$ cat config.mk
export PLATFORM = sky130hd
export DESIGN_NAME = sec_xfer_ctrl
export DESIGN_NICKNAME = d
export VERILOG_FILES = /design/src/rtl/sx_pkg.sv /design/src/rtl/sx_ret_stack.sv /design/src/rtl/sx_decide.sv /design/src/rtl/sec_xfer_ctrl.sv
export SDC_FILE = /design/constraint.sdc
export NUM_CORES = 1
export LEC_CHECK = 0
export BUFFER_PORTS_ARGS = -buffer_cell sky130_fd_sc_hd__buf_2
export CAP_MARGIN = 20
export CELL_PAD_IN_SITES_DETAIL_PLACEMENT = 0
export CELL_PAD_IN_SITES_GLOBAL_PLACEMENT = 2
export CORE_MARGIN = 2
export CORE_UTILIZATION = 37
export CTS_BUF_LIST = sky130_fd_sc_hd__clkbuf_4
export CTS_CLUSTER_DIAMETER = 40
export DETAILED_ROUTE_END_ITERATION = 8
export PLACE_DENSITY = 0.81
export SLEW_MARGIN = 20
export SYNTH_ARGS = -nofsm -noshare
export SYNTH_HDL_FRONTEND = slang
export SYNTH_SLANG_ARGS = --single-unit
export TNS_END_PERCENT = 5
$ cat constraint.sdc
create_clock -name clk -period 4.3 [get_ports clk]
set_clock_uncertainty 0.05 [all_clocks]
set_input_delay 0.215 -clock clk [delete_from_list [all_inputs] [get_ports clk]]
set_output_delay 0.215 -clock clk [all_outputs]
set_load 0.01 [all_outputs]
$ cat src/rtl/sx_pkg.sv
package sx_pkg;
  localparam int ADDR_W = 32;

  typedef enum logic [1:0] {
    K_PLAIN = 2'd0,
    K_XCHG  = 2'd1,
    K_XCALL = 2'd2,
    K_RSVD  = 2'd3
  } kind_e;

  typedef enum logic [1:0] {
    A_TRUST  = 2'd0,
    A_CALL   = 2'd1,
    A_UNTR   = 2'd2,
    A_TRUST2 = 2'd3
  } attr_e;

  localparam logic [ADDR_W-1:0] RET_MAGIC  = 32'hFEFF_FFFF;
  localparam logic [31:0]       GATE_WORD  = 32'hE97F_E97F;

  typedef struct packed {
    logic              sec;
    logic [ADDR_W-1:0] addr;
  } stk_ent_t;

  typedef struct packed {
    logic              nxt_sec;
    logic              lr_we;
    logic [ADDR_W-1:0] lr_val;
    logic              pc_we;
    logic [ADDR_W-1:0] pc_val;
    logic              push;
    logic              pop;
    logic              fault;
  } verdict_t;
endpackage

$ cat src/rtl/sx_ret_stack.sv
module sx_ret_stack
  import sx_pkg::*;
#(
  parameter int DEPTH = 4
) (
  input  logic     clk,
  input  logic     rst,
  input  logic     push,
  input  logic     pop,
  input  stk_ent_t din,
  output logic     full,
  output logic     empty,
  output stk_ent_t top
);
  localparam int CW = $clog2(DEPTH + 1);
  localparam int IW = (DEPTH > 1) ? $clog2(DEPTH) : 1;
  localparam int EW = $bits(stk_ent_t);

  logic [EW-1:0] mem [DEPTH];
  logic [CW-1:0] cnt;
  logic [IW-1:0] wr_idx;
  logic [IW-1:0] rd_idx;

  assign wr_idx = IW'(cnt);
  assign rd_idx = IW'(cnt - CW'(1));
  assign full   = (cnt == CW'(DEPTH));
  assign empty  = (cnt == '0);
  assign top    = stk_ent_t'(mem[rd_idx]);

  // storage without reset so it maps onto a RAM
  always_ff @(posedge clk) begin
    if (push && !full) mem[wr_idx] <= din;
  end

  always_ff @(posedge clk) begin
    if (rst)                         cnt <= '0;
    else if (push && !pop && !full)  cnt <= cnt + CW'(1);
    else if (pop && !push && !empty) cnt <= cnt - CW'(1);
  end
endmodule

$ cat src/rtl/sx_decide.sv
module sx_decide
  import sx_pkg::*;
(
  input  logic              cur_sec,
  input  logic [1:0]        kind,
  input  logic [ADDR_W-1:0] target,
  input  logic [31:0]       word,
  input  logic [1:0]        attr,
  input  logic [ADDR_W-1:0] ret_addr,
  input  logic [ADDR_W-1:0] lr_in,
  input  logic              stk_full,
  input  logic              stk_empty,
  input  stk_ent_t          stk_top,
  output verdict_t          v
);
  logic magic_hit;
  logic gate_hit;

  assign magic_hit = (target[ADDR_W-1:1] == RET_MAGIC[ADDR_W-1:1]);
  assign gate_hit  = (attr == A_CALL) && (word == GATE_WORD);

  always_comb begin
    v         = '0;
    v.nxt_sec = cur_sec;
    if (cur_sec) begin
      unique case (kind_e'(kind))
        K_XCHG: begin
          if (!target[0]) v.nxt_sec = 1'b0;
        end
        K_XCALL: begin
          if (!target[0]) begin
            if (stk_full) begin
              v.fault = 1'b1;
            end else begin
              v.push    = 1'b1;
              v.lr_we   = 1'b1;
              v.lr_val  = RET_MAGIC;
              v.nxt_sec = 1'b0;
            end
          end else begin
            v.lr_we  = 1'b1;
            v.lr_val = ret_addr;
          end
        end
        default: ;
      endcase
    end else begin
      if (magic_hit) begin
        if (stk_empty) begin
          v.fault = 1'b1;
        end else begin
          v.pop     = 1'b1;
          v.pc_we   = 1'b1;
          v.pc_val  = stk_top.addr;
          v.nxt_sec = stk_top.sec;
        end
      end else if (gate_hit) begin
        v.nxt_sec = 1'b1;
        v.lr_we   = 1'b1;
        v.lr_val  = {lr_in[ADDR_W-1:1], 1'b0};
      end else if (attr != A_UNTR) begin
        v.fault = 1'b1;
      end
    end
  end
endmodule

$ cat src/rtl/sec_xfer_ctrl.sv
module sec_xfer_ctrl
  import sx_pkg::*;
#(
  parameter int STK_DEPTH = 4
) (
  input  logic        clk,
  input  logic        rst,
  input  logic        ev_valid,
  input  logic [1:0]  ev_kind,
  input  logic [31:0] ev_target,
  input  logic [31:0] ev_word,
  input  logic [1:0]  ev_attr,
  input  logic [31:0] ev_ret_addr,
  input  logic [31:0] ev_lr,
  input  logic        cfg_full_fault,
  output logic        st_secure,
  output logic        lr_we,
  output logic [31:0] lr_out,
  output logic        pc_we,
  output logic [31:0] pc_out,
  output logic        push_req,
  output logic        pop_req,
  output logic        fault_req,
  output logic        fault_kind
);
  verdict_t v;
  stk_ent_t top;
  stk_ent_t din;
  logic     full, empty;

  assign din = '{sec: 1'b1, addr: ev_ret_addr};

  sx_ret_stack #(.DEPTH(STK_DEPTH)) u_stk (
    .clk   (clk),
    .rst   (rst),
    .push  (ev_valid && v.push),
    .pop   (ev_valid && v.pop),
    .din   (din),
    .full  (full),
    .empty (empty),
    .top   (top)
  );

  sx_decide u_dec (
    .cur_sec   (st_secure),
    .kind      (ev_kind),
    .target    (ev_target),
    .word      (ev_word),
    .attr      (ev_attr),
    .ret_addr  (ev_ret_addr),
    .lr_in     (ev_lr),
    .stk_full  (full),
    .stk_empty (empty),
    .stk_top   (top),
    .v         (v)
  );

  always_ff @(posedge clk) begin
    if (rst) begin
      st_secure  <= 1'b1;
      lr_we      <= 1'b0;
      lr_out     <= '0;
      pc_we      <= 1'b0;
      pc_out     <= '0;
      push_req   <= 1'b0;
      pop_req    <= 1'b0;
      fault_req  <= 1'b0;
      fault_kind <= 1'b0;
    end else if (ev_valid) begin
      st_secure  <= v.nxt_sec;
      lr_we      <= v.lr_we;
      pc_we      <= v.pc_we;
      push_req   <= v.push;
      pop_req    <= v.pop;
      fault_req  <= v.fault;
      fault_kind <= v.fault && cfg_full_fault;
      if (v.lr_we) lr_out <= v.lr_val;
      if (v.pc_we) pc_out <= v.pc_val;
    end else begin
      lr_we      <= 1'b0;
      pc_we      <= 1'b0;
      push_req   <= 1'b0;
      pop_req    <= 1'b0;
      fault_req  <= 1'b0;
      fault_kind <= 1'b0;
    end
  end
endmodule

==> impl_metrics.json <==
{
  "status": "finished clean",
  "synth-seq-area-share_pct": 62.95,
  "dp_hpwl_um": 14760,
  "io_pins": 207,
  "numPortBuffers": 205,
  "core_mm2": 0.02250,
  "cts_buffers": 52,
  "yosysMostFrequentCell": "edfxtp_1",
  "cp.required_ns": 4.79,
  "synth_cell_types": 44,
  "h-tree-depth": 2,
  "fin_crit_sh_pct": 57.18,
  "crit_fanout": 23,
  "drv_cap": 0,
  "ant_nets": 0,
  "cp_cell_sequence": "inv_1 -> ha_1 -> nand2b_1 -> and2_1 -> and4_1 -> buf_4 -> nand2_1 -> a21oi_1",
  "synth_edf_count": 128,
  "hold_class": "in2reg",
  "drcViolationCount": 0,
  "whs_path_depth": 3,
  "synth.top_cell.area_share_pct": 45.61,
  "overflow": 0,
  "viasPerCell": 5.125,
  "grt_max_degree": 75,
  "synth.cell_area_mm2": 0.008428,
  "wl_per_cell_um": 17.86,
  "timing.rr.start": "u_stk.cnt[1]",
  "p_leak_uw": 0.004180,
  "gp_congestion": 0.7730,
  "drtIter0Drc": 337,
  "met1_usage_pct": 22.60,
  "cts_resized": 0,
  "die-area_mm2": 0.02400,
  "clock_path_buffers": 3,
  "globalRouteTotalUtil_pct": 18.42,
  "numClockSinks": 201,
  "fin_ws_ns": 1.841,
  "num_rows": 55,
  "gr-usage-met3_pct": 4.262,
  "end_kind": "flop",
  "synth_cells": 624,
  "relSlewSlack_pct": 32.64,
  "pre_cts_slack_ns": 1.218,
  "hold_violations": 0,
  "cpMaxStageDelayCell": "and4_1",
  "maxSlewViolCount": 0,
  "die_height_um": 154.9,
  "clk_pin_slew_ns": 0.07,
  "area_growth_pct": 30.37,
  "syn_avg_cell_area_um2": 13.51,
  "grt_pass1_vias": 6458,
  "ys.flop_type": "edfxtp_1",
  "synth_area_leader_cell": "edfxtp_1",
  "worst_pin_slew_ns": 1.010,
  "ctsHoldBuffers": 54,
  "power_density_mw_per_mm2": 373.6,
  "worstReg2RegEnd": "pc_out[28]",
  "max-vdd-ir-drop_uv": 154.1,
  "arrival_ns": 2.94,
  "tns_ns": 0,
  "grt.busiest_layer": "met2",
  "power_uw": 4105,
  "grt_first_pass_wirelength_um": 34460,
  "fill_cells": 2035,
  "vias": 6314,
  "insertion_delay_ns": 0.61,
  "startpoint_type": "flop",
  "rr_worst_depth": 8,
  "min_period_ns": 2.459,
  "synth_nets": 767,
  "start_util_pct": 37.45,
  "rsz0062_at_grt": "no",
  "hp-start": "ev_lr[31]",
  "fp.dieW_um": 154.9,
  "tritoncts": "built",
  "synthArstFlopShare_pct": 0,
  "use_met2_pct": 31.77,
  "min_to": "lr_out[31]",
  "ys_top_cells_by_count": "edfxtp_1, dfxtp_1, nand2_1",
  "drt_pass1_iterations": 5,
  "setup_viol": 0,
  "grt_antenna_before_repair": 2,
  "nNetsFinal": 1044,
  "slowest_delay_ns": 0.63,
  "drive_gt1_share_pct": 40.42,
  "postCtsSetupBuffers": 0,
  "ys_ff_latch": 201,
  "cts.root.buffer_cell": "clkbuf_4",
  "fmax_mhz": 406.7,
  "critPathKind": "reg2reg",
  "reg2reg_slack_ns": 1.84,
  "routed_wl_um": 22000,
  "yosysWarnings": 0,
  "yosys-top-cells-area": "edfxtp_1, dfxtp_1, mux4_2"
}
==> metal layers <==
metal	up-vias	part of all wire (%)	routed length, um
met2	244	50	11020
met5	-	0	0
met1	3043	41	9115
met4	0	2.3	501
li1	2982	-	-
met3	45	6.2	1363
==> critical path, delay by kind of cell, from the launching register on <==
kind,cells,cell delay (ns)
AND/OR/NAND/NOR,4,1.06
AO/OA/AOI/OAI,1,0.16
buffers and inverters,2,0.50
flip-flops,1,0.37
adder cells (fa/ha/maj),1,0.25
==> flip-flops by register name, summed over array words and instances (netlist names) <==
| register | count |
|---|---|
| st_secure | 1 |
| push_req | 1 |
| fault_req | 1 |
| fault_kind | 1 |
| lr_we | 1 |
| pc_out | 32 |
| u_stk.mem | 128 |
| pc_we | 1 |
| lr_out | 32 |
| u_stk.cnt | 3 |
==> area by class of cell <==
class	instances	area (um2)	share of cell area (%)
repair buffers	274	1714	15.60
well taps	285	356.6	3.245
inverters	38	142.6	1.298
flip-flops and latches	201	5306	48.29
clock inverters	13	76.32	0.6946
clock buffers	85	638.1	5.807
diodes	2	5.005	0.04555
multi-input cells	334	2749	25.02
==> where the power goes <==
group | internal [uW] | switching, uW
Sequential | 2070 | 12.2
Combinational | 150 | 169
Clock | 952 | 749
==> cells in the final DEF, fill, tap and decap left out, types with 3 or more instances in the layout <==
master and count:
nand4bb_1 3, nor3_1 5, ha_1 7, dfxtp_1 72, nand3_1 3, a41oi_1 31
and2_1 7, buf_2 204, inv_1 37, nand2_1 68, nor4_2 3, a221oi_2 30
a221oi_1 3, mux4_2 32, nor2_1 35, dlygate4sd3_1 54, clkinv_1 12, buf_4 14
clkbuf_4 85, nand4_1 10, a21oi_1 66, edfxtp_1 128, nand4b_1 3, and3_1 3
==> per-stage QoR <==
stage	hold WS, ns	std cells	cell area [um2]	utilization [%]
2_1_floorplan	0.2639	624	8428	-
3_3_place_gp	0.3904	1076	9681	43.02
3_5_place_dp	0.3911	1076	9681	43.02
4_1_cts	0.000004607	1228	10940	48.60
5_1_grt	-0.000005940	1232	10990	48.83
6_report	0.04246	1232	10990	48.83
==> worst max-delay path by stage <==
stage                        end  slack (ns)          from  depth (start not counted)
finish                pc_out[28]        1.84  u_stk.cnt[1]                          8
detailed placement     lr_out[1]        1.22   ev_word[12]                          7
global route          pc_out[21]        1.56  u_stk.cnt[1]                          8
global placement       lr_out[1]        1.32   ev_word[12]                          7
CTS                   pc_out[24]        1.81  u_stk.cnt[1]                          8
floorplan           u_stk.cnt[2]        1.23  u_stk.cnt[0]                         10
==> logic make-up after synthesis <==
kind of cell	count (synthesis)	share of synthesized area [%]
and+or+nand+nor	155	9.145
DFF	201	62.95
buffers and inverters	89	4.602
adders and majority gates	7	1.039
muxes	34	8.803
AOI/OAI and AO/OA	138	13.47
(Power assumes the default switching activity.)
